===== src/rtl/envmon_pkg.sv =====
package envmon_pkg;
  localparam int RES_W = 12;
  localparam int CH_W  = 3;
  localparam logic [RES_W-1:0] FULL_SCALE = {RES_W{1'b1}};

  typedef enum logic [1:0] {SQ_IDLE, SQ_PRIME, SQ_COUNT} seq_e;

  // result sits in the low bits of the flattened vector
  typedef struct packed {
    logic [CH_W-1:0]  ch_sel;
    logic [CH_W-1:0]  run_ch;
    logic             busy;
    logic             done;
    logic             ovf;
    seq_e             sq;
    logic [RES_W-1:0] cnt;
    logic [RES_W-1:0] res;
  } st_t;

  localparam int ST_W  = $bits(st_t);
  localparam int IDX_W = $clog2(ST_W);
endpackage


===== src/rtl/envmon_tmr_reg.sv =====
module envmon_tmr_reg #(
  parameter int W = 8,
  parameter int IW = $clog2(W)
) (
  input  logic          clk,
  input  logic          rst_n,
  input  logic [W-1:0]  d,
  output logic [W-1:0]  q,
  input  logic          flip_en,
  input  logic [1:0]    flip_copy,
  input  logic [IW-1:0] flip_idx
);
  logic [W-1:0] cp [3];
  logic [W-1:0] hit;

  assign hit = W'(1) << flip_idx;

  for (genvar c = 0; c < 3; c++) begin : g_copy
    always_ff @(posedge clk or negedge rst_n) begin
      if (!rst_n) cp[c] <= '0;
      else if (flip_en && flip_copy == 2'(c)) cp[c] <= d ^ hit;
      else cp[c] <= d;
    end
  end

  assign q = (cp[0] & cp[1]) | (cp[0] & cp[2]) | (cp[1] & cp[2]);


  scrub_chk: assert property (@(posedge clk) disable iff (!rst_n)
    !$past(flip_en) |-> (cp[0] == cp[1] && cp[1] == cp[2]));

  single_upset_chk: assert property (@(posedge clk) disable iff (!rst_n)
    $countones((cp[0] ^ q) | (cp[1] ^ q) | (cp[2] ^ q)) <= 1);
endmodule


===== src/rtl/envmon_seq_next.sv =====
module envmon_seq_next
  import envmon_pkg::*;
(
  input  st_t        cur,
  input  logic       reg_wr,
  input  logic       reg_rd,
  input  logic [1:0] reg_addr,
  input  logic [7:0] reg_wdata,
  input  logic       cmp_trip,
  output st_t        nxt
);
  always_comb begin
    nxt = cur;
    if (reg_rd && reg_addr == 2'd3) nxt.done = 1'b0;
    unique case (cur.sq)
      SQ_PRIME: begin
        nxt.sq  = SQ_COUNT;
        nxt.cnt = '0;
      end
      SQ_COUNT: begin
        if (cmp_trip) begin
          nxt.res  = cur.cnt;
          nxt.done = 1'b1;
          nxt.busy = 1'b0;
          nxt.sq   = SQ_IDLE;
        end else if (cur.cnt == FULL_SCALE) begin
          nxt.res  = FULL_SCALE;
          nxt.ovf  = 1'b1;
          nxt.done = 1'b1;
          nxt.busy = 1'b0;
          nxt.sq   = SQ_IDLE;
        end else begin
          nxt.cnt = cur.cnt + 1'b1;
        end
      end
      default: ;
    endcase
    if (reg_wr && reg_addr == 2'd0) begin
      nxt.ch_sel = reg_wdata[CH_W-1:0];
      if (reg_wdata[7] && !cur.busy) begin
        nxt.run_ch = reg_wdata[CH_W-1:0];
        nxt.busy   = 1'b1;
        nxt.done   = 1'b0;
        nxt.ovf    = 1'b0;
        nxt.sq     = SQ_PRIME;
        nxt.cnt    = '0;
      end
    end
  end
endmodule


===== src/rtl/envmon_conv_ctrl.sv =====
module envmon_conv_ctrl
  import envmon_pkg::*;
(
  input  logic             clk,
  input  logic             rst_n,
  input  logic             reg_wr,
  input  logic             reg_rd,
  input  logic [1:0]       reg_addr,
  input  logic [7:0]       reg_wdata,
  output logic [7:0]       reg_rdata,
  input  logic             cmp_trip,
  output logic [CH_W-1:0]  mux_sel,
  output logic             sensor_en,
  output logic             ramp_clr,
  output logic             ramp_go,
  input  logic             flip_en,
  input  logic [1:0]       flip_copy,
  input  logic [IDX_W-1:0] flip_idx
);
  st_t cur, nxt;
  logic [ST_W-1:0] q_flat;

  envmon_seq_next u_next (
    .cur(cur), .reg_wr(reg_wr), .reg_rd(reg_rd), .reg_addr(reg_addr),
    .reg_wdata(reg_wdata), .cmp_trip(cmp_trip), .nxt(nxt)
  );

  envmon_tmr_reg #(.W(ST_W), .IW(IDX_W)) u_state (
    .clk(clk), .rst_n(rst_n), .d(nxt), .q(q_flat),
    .flip_en(flip_en), .flip_copy(flip_copy), .flip_idx(flip_idx)
  );
  assign cur = st_t'(q_flat);

  assign mux_sel   = cur.run_ch;
  assign sensor_en = (cur.run_ch == '0);
  assign ramp_clr  = (cur.sq == SQ_PRIME);
  assign ramp_go   = (cur.sq == SQ_COUNT);

  always_comb begin
    unique case (reg_addr)
      2'd0: reg_rdata = 8'(cur.ch_sel);
      2'd1: reg_rdata = {5'b0, cur.ovf, cur.done, cur.busy};
      2'd2: reg_rdata = 8'(cur.res[RES_W-1:8]);
      default: reg_rdata = cur.res[7:0];
    endcase
  end


  ramp_order_chk: assert property (@(posedge clk) disable iff (!rst_n)
    ramp_clr |=> ramp_go);

  ramp_excl_chk: assert property (@(posedge clk) disable iff (!rst_n)
    !(ramp_clr && ramp_go));

  busy_start_chk: assert property (@(posedge clk) disable iff (!rst_n)
    (cur.busy && reg_wr && reg_addr == 2'd0) |=> $stable(mux_sel));

  sat_value_chk: assert property (@(posedge clk) disable iff (!rst_n)
    cur.ovf |-> (cur.res == FULL_SCALE));

  done_clear_chk: assert property (@(posedge clk) disable iff (!rst_n)
    (!cur.busy && reg_rd && reg_addr == 2'd3) |=> !cur.done);
endmodule


===== config.mk =====
export PLATFORM = sky130hd
export DESIGN_NAME = envmon_conv_ctrl
export DESIGN_NICKNAME = d
export VERILOG_FILES = /design/src/rtl/envmon_pkg.sv /design/src/rtl/envmon_tmr_reg.sv /design/src/rtl/envmon_seq_next.sv /design/src/rtl/envmon_conv_ctrl.sv
export SDC_FILE = /design/constraint.sdc
export NUM_CORES = 1
export LEC_CHECK = 0
export ABC_AREA = 1
export BUFFER_PORTS_ARGS = -buffer_cell sky130_fd_sc_hd__buf_2
export CORE_MARGIN = 2
export CORE_UTILIZATION = 30
export DETAILED_ROUTE_END_ITERATION = 7
export SLEW_MARGIN = 5
export SYNTH_ARGS = -nofsm -noshare
export SYNTH_HDL_FRONTEND = slang
export SYNTH_SLANG_ARGS = --single-unit

===== constraint.sdc =====
create_clock -name clk -period 4.6 [get_ports clk]
set_clock_uncertainty 0.05 [all_clocks]
set_input_delay 0.23 -clock clk [delete_from_list [all_inputs] [get_ports clk]]
set_output_delay 0.23 -clock clk [all_outputs]
set_load 0.01 [all_outputs]

### After elaboration in Yosys (flattened, before gate mapping)

Index checks and enable logic that the tools add are counted.

* reduce and logical (&&, ||, !) cells: 10
* mux-type cells: 18
* equal/unequal tests: 8
* divide/modulo/power cells: 0
* shifts and indexed selects: 1
* bitwise gates (word level): 6
* add/subtract/negate cells: 1
* order comparisons: 0
* $mul: 0

Operators with widths (number)
* 35-bit bitwise AND: 3
* 35-bit 2-to-1 mux: 3
* 35-bit bitwise OR: 2
* 12-bit 2-to-1 mux: 5
* 1-bit by 6-bit left shift with 35-bit output (first input constant): 1
* 35-bit bitwise XOR: 1
* 14-bit one-hot mux with 2 select lines: 1
* 8-bit one-hot mux with 3 select lines: 1
* 23-bit 2-to-1 mux: 1
* 20-bit 2-to-1 mux: 1
* 12-bit by 1-bit adder with 12-bit output (second input constant): 1
* 12-bit == test (second input constant): 1
* 2-bit == test (second input constant): 4
* 2-bit by 1-bit == test with 1-bit output (second input constant): 3
* 1-bit logical AND: 6
* 5-bit 2-to-1 mux: 1
* 2-bit zero test: 2
* 2-bit 2-to-1 mux: 2
* 3-bit zero test: 1
* 3-bit 2-to-1 mux: 1
* 1-bit 2-to-1 mux: 2
* 1-bit zero test: 1

* bits of input ports: 24
* RAM bits: 0
* ROM bits: 0
* memories kept: 0
* latch bits: 0
* register bits after elaboration: 105

### Longest topological paths before layout

* depth in word-level cells: 11
* gate-level depth with buffers: 15
* depth with buffers taken out: 15

### Hierarchy

A second synthesis with hierarchy kept.

* cells, all modules: 863
* area, all modules: 6234.7 um^2

Modules (own cells, without submodules)
* envmon_tmr_reg: cells an instance 619, seq. area each 2627.5 um^2, area an instance 5042.3 um^2, times used 1
* envmon_seq_next: cells an instance 207, seq. area each 0.0 um^2, area an instance 1003.5 um^2, times used 1
* envmon_conv_ctrl: cells an instance 37, seq. area each 0.0 um^2, area an instance 188.9 um^2, times used 1

### Worst setup path after synthesis

Ideal clock, no wire load.

* kind: register to register
* start point: register u_state.cp[60] in the netlist's numbering
* end point: register u_state.cp[15] in the netlist's numbering
* stages on the path, launching flop included: 12
* data required time: 4.432 ns
* buffers on the path: 1
* slack: 2.385 ns
* period minus slack after synthesis: 2.215 ns
* data arrival time: 2.048 ns
* setup time: 0.118 ns
* path through: dfrtp_1 -> o21a_1 -> a21o_1 -> ha_1 -> clkbuf_1 -> inv_1 -> a21oi_1 -> nand2_1 -> inv_1 -> nand3b_1 -> nand3_1 -> nand2_1

* word-level cells in the longest chain between the ends: 9

RTL lines
* start: declaration: line envmon_tmr_reg.sv:13 `logic [W-1:0] cp [3];`
* start signal: indexed assignment: line envmon_tmr_reg.sv:21 `else if (flip_en && flip_copy == 2'(c)) cp[c] <= d ^ hit;`
* 35-bit bitwise AND: line envmon_tmr_reg.sv:26 `assign q = (cp[0] & cp[1]) | (cp[0] & cp[2]) | (cp[1] & cp[2]);`
* 35-bit bitwise OR: line envmon_tmr_reg.sv:26
* 35-bit bitwise OR (*): line envmon_tmr_reg.sv:26
* 2-bit == test / 2-bit by 1-bit == test with 1-bit output (equally long branches): line envmon_seq_next.sv:15 `unique case (cur.sq)`
* 14-bit one-hot mux with 2 select lines (*): line envmon_seq_next.sv:15
* 20-bit 2-to-1 mux: line envmon_seq_next.sv:40 `if (reg_wdata[7] && !cur.busy) begin`
* 23-bit 2-to-1 mux (*): line envmon_seq_next.sv:38 `if (reg_wr && reg_addr == 2'd0) begin`
* 35-bit bitwise XOR: line envmon_tmr_reg.sv:21
* 35-bit 2-to-1 mux (*): line envmon_tmr_reg.sv:21

Mark *: on every way between the ends. The rest lies on a longest branch, timed or not.

### Worst setup path in the final report

* start point: register u_state.cp[60] in the netlist's numbering
* end point: register u_state.cp[14] in the netlist's numbering

Same word-level chain as after synthesis.

==> results by group <==
Status
  • Status: finished, final reports clean

Synthesis
  • Area leader, netlist: dfrtp_1
  • Synth top area share: a little over two fifths
  • Unique cell type count in the Yosys netlist: 36
  • Synth area leaders: dfrtp_1 (42%), nand2_1 (16%), nand3_1 (7.9%)
  • Cells after Synth: about 840
  • Ys Warns: 0
  • EDFF count, synth: 0
  • Ys async rst share: 100%
  • Main synth FF type: dfrtp_1
  • Synthesized area: 6300 um2
  • Synth top cells by count: nand2_1 (267), dfrtp_1 (105), nand3_1 (99)
  • Sequential share of the synthesized area: a little over two fifths
  • Synth Register Bits: roughly 110
  • Avg Cell Area, Syn: 7.46 um2
  • Most numerous cell in the Yosys netlist: nand2_1
  • Synthesized net count: about 870

Clock network
  • H-tree depth: 3
  • Reg clk slew, reported paths: about 70 ps
  • Inserted Clock Buffers: 9
  • Sink Count: about 110
  • Post CTS Setup Buffer Count: 0
  • Root buffer cell: clkbuf_16
  • Max clock buf depth: 2
  • Worst skew pair latency: approximately 360 ps
  • CTS tree: yes

GRT
  • Global-route wire length before repair: about 26000 um
  • Total global-route track usage: between 15 and 20%
  • Initial antenna violation count: 0
  • GR Overflow Total: 0
  • Number of global-route vias before repair: 4862
  • Largest net degree at the start of global routing: between 60 and 70

Layout
  • Area delta synth->final: 11.1%
  • Regs by FF count: u_state.cp (105)
  • FF+latch area: around 2600 um2
  • Largest register FFs: roughly 110
  • Area occupied by multi-input gates: about 3300 um2
  • Post-route cell area: approximately 7000 um2
  • N_diodes: 0
  • Largest Register: u_state.cp
  • Final #Nets: 890
  • Fin cells: 1138
  • Fill count: about 2200
  • Layout cell share with drive strength beyond 1: 11.5%

Die
  • Io pins: 38
  • Die area: ~22000 um2
  • Initial core utilization: between 30% and 40%
  • Core area: between 20000 and 25000 um2
  • # rows: 52
  • Die span in y: between 100 and 150 um
  • Die W: ~150 um

Detailed routing
  • DR vias/cell: between 4 and 5
  • Wire per inst: around 14 um
  • Antenna Nets Post-Route: 0
  • Drc violations: 0
  • Routed vias: roughly 5500
  • Routed WL: approximately 16000 um
  • Iter 0 DRT Violations: between 400 and 500
  • 1st-pass router iterations: 5

Critical path
  • Crit Path Class: reg2reg
  • CP Data Required Time: between 4000 and 5000 ps
  • Cell Chain, Critical Path: o21a_1 > a21o_1 > ha_1 > inv_1 > nand3_1 > o21ai_0 > nand4_1 > nand3_1 > nand2_1
  • CP max-delay cell: ha_1
  • Max incr delay on CP: ~470 ps
  • Crit-path max FO: 9
  • CP Capture Type: flip-flop
  • Crit path launch type: flip-flop
  • CP arrival: 2890 ps
  • Most Frequent Cell on Critical Path: nand3_1

Timing
  • Setup tns final: 0 ps
  • RSZ-0062 raised after global routing: false
  • Final Hold Vio Count: 0
  • Max-slew violation count: 0
  • # setup viols final: 0
  • Maximum clock rate: approximately 370 MHz
  • Crit share post-route: between 50% and 60%
  • Max_slew headroom: 41.3%
  • Fin crit period: around 2700 ps
  • Slew @ Worst Pin: roughly 880 ps

Power
  • Power Dens Cells: roughly 270 nW/um2
  • P_leak: 0.00312 uW
  • Worst-case vdd ir drop: ~0.00013 V

Place
  • I/O Buffers: 33
  • Placed Instance Area: approximately 6700 um2
  • Cells after DPL: 1121
  • Dpl hpwl: about 12000 um
  • Final Wtd Congestion: 0.923

Job
  • Max Cap Viol: 0

Worst hold path
  • Worst min path class: in2reg
==> power breakdown <==
part / total, uW / switching [uW] / internal (uW)
Combinational: 188 / 130 / 57.8
Sequential: 969 / 13.3 / 956
Clock: 746 / 360 / 386
Total: 1900 / 503 / 1400
==> kinds of logic after synthesis <==
group	share of synthesized area (%)
AOI/OAI and AO/OA	11.1
xor gates and xnor gates	3.99
adders and majority gates	2.03
buffers and inverters	6.40
DFF	41.7
muxes	1.13
and+or+nand+nor	33.6
==> path summary, 6_finish.rpt <==
path | from | to | slack (ps) | cells after the start
min | reg_wdata[0] | u_state.cp[99] | 200 | 3
min in group asynchronous | rst_n | u_state.cp[46] | 460 | 2
min reg2reg | u_state.cp[39] | u_state.cp[74] | 710 | 4
max in group asynchronous | rst_n | u_state.cp[93] | 3020 | 3
max | u_state.cp[60] | u_state.cp[14] | 1900 | 9
max reg2reg | u_state.cp[60] | u_state.cp[14] | 1900 | 9
==> worst max-delay path, delay by kind of cell (launching register included) <==
family / cells / cell delay [ps]
and+or+nand+nor: 4 / 650
adders and majority gates: 1 / 470
buffers and inverters: 1 / 310
DFF: 1 / 380
AOI/OAI and AO/OA: 3 / 720
==> placed cells by master (no fill, tap or decap), drive strengths merged, types with 8 or more instances in the layout <==
cell type and instances:
o21a 14, xor2 8, a21oi 15, xnor2 13
inv 67, nor2 73, nand3 103, buf 38
dfrtp 105, maj3 9, nand2 290, o21ai 84
clkbuf 11
==> cell type report <==
cell class	instances	share of cell area (%)
clock buffers	11	3.47
clock inverters	5	0.554
inverters	66	3.54
multi-input cells	642	47.0
flip-flops and latches	105	37.5
well taps	270	4.83
repair buffers	39	3.08
==> per-stage QoR <==
| stage | total power, uW | worst slack [ps] | hold slack, ps | util [%] |
|---|---|---|---|---|
| after floorplan | 1100 | 2380 | -116 | - |
| after global placement | 1170 | 1970 | 333 | 32.8 |
| after detailed placement | 1180 | 1960 | 334 | 32.8 |
| after CTS | 1920 | 1940 | 202 | 34.3 |
| after global routing | 1990 | 1590 | 221 | 34.3 |
| final | 1900 | 1900 | 204 | 34.3 |
==> what timing repair did <==
action | 4_1_cts | 5_1_grt
resized for setup | 0 | 0
hold buffers | 1 | 0
hold endpoints to repair | 66 | 0
setup endpoints to repair | 0 | 0
==> routing by layer <==
layer,global-route usage (%),wire (um),vias up
met2,23.2,7320,127
li1,-,-,2776
met5,0,0,-
met4,6.29,342,0
met3,2.29,731,16
met1,21.5,7610,2543
Note: power is estimated with default switching activity, not from simulation.
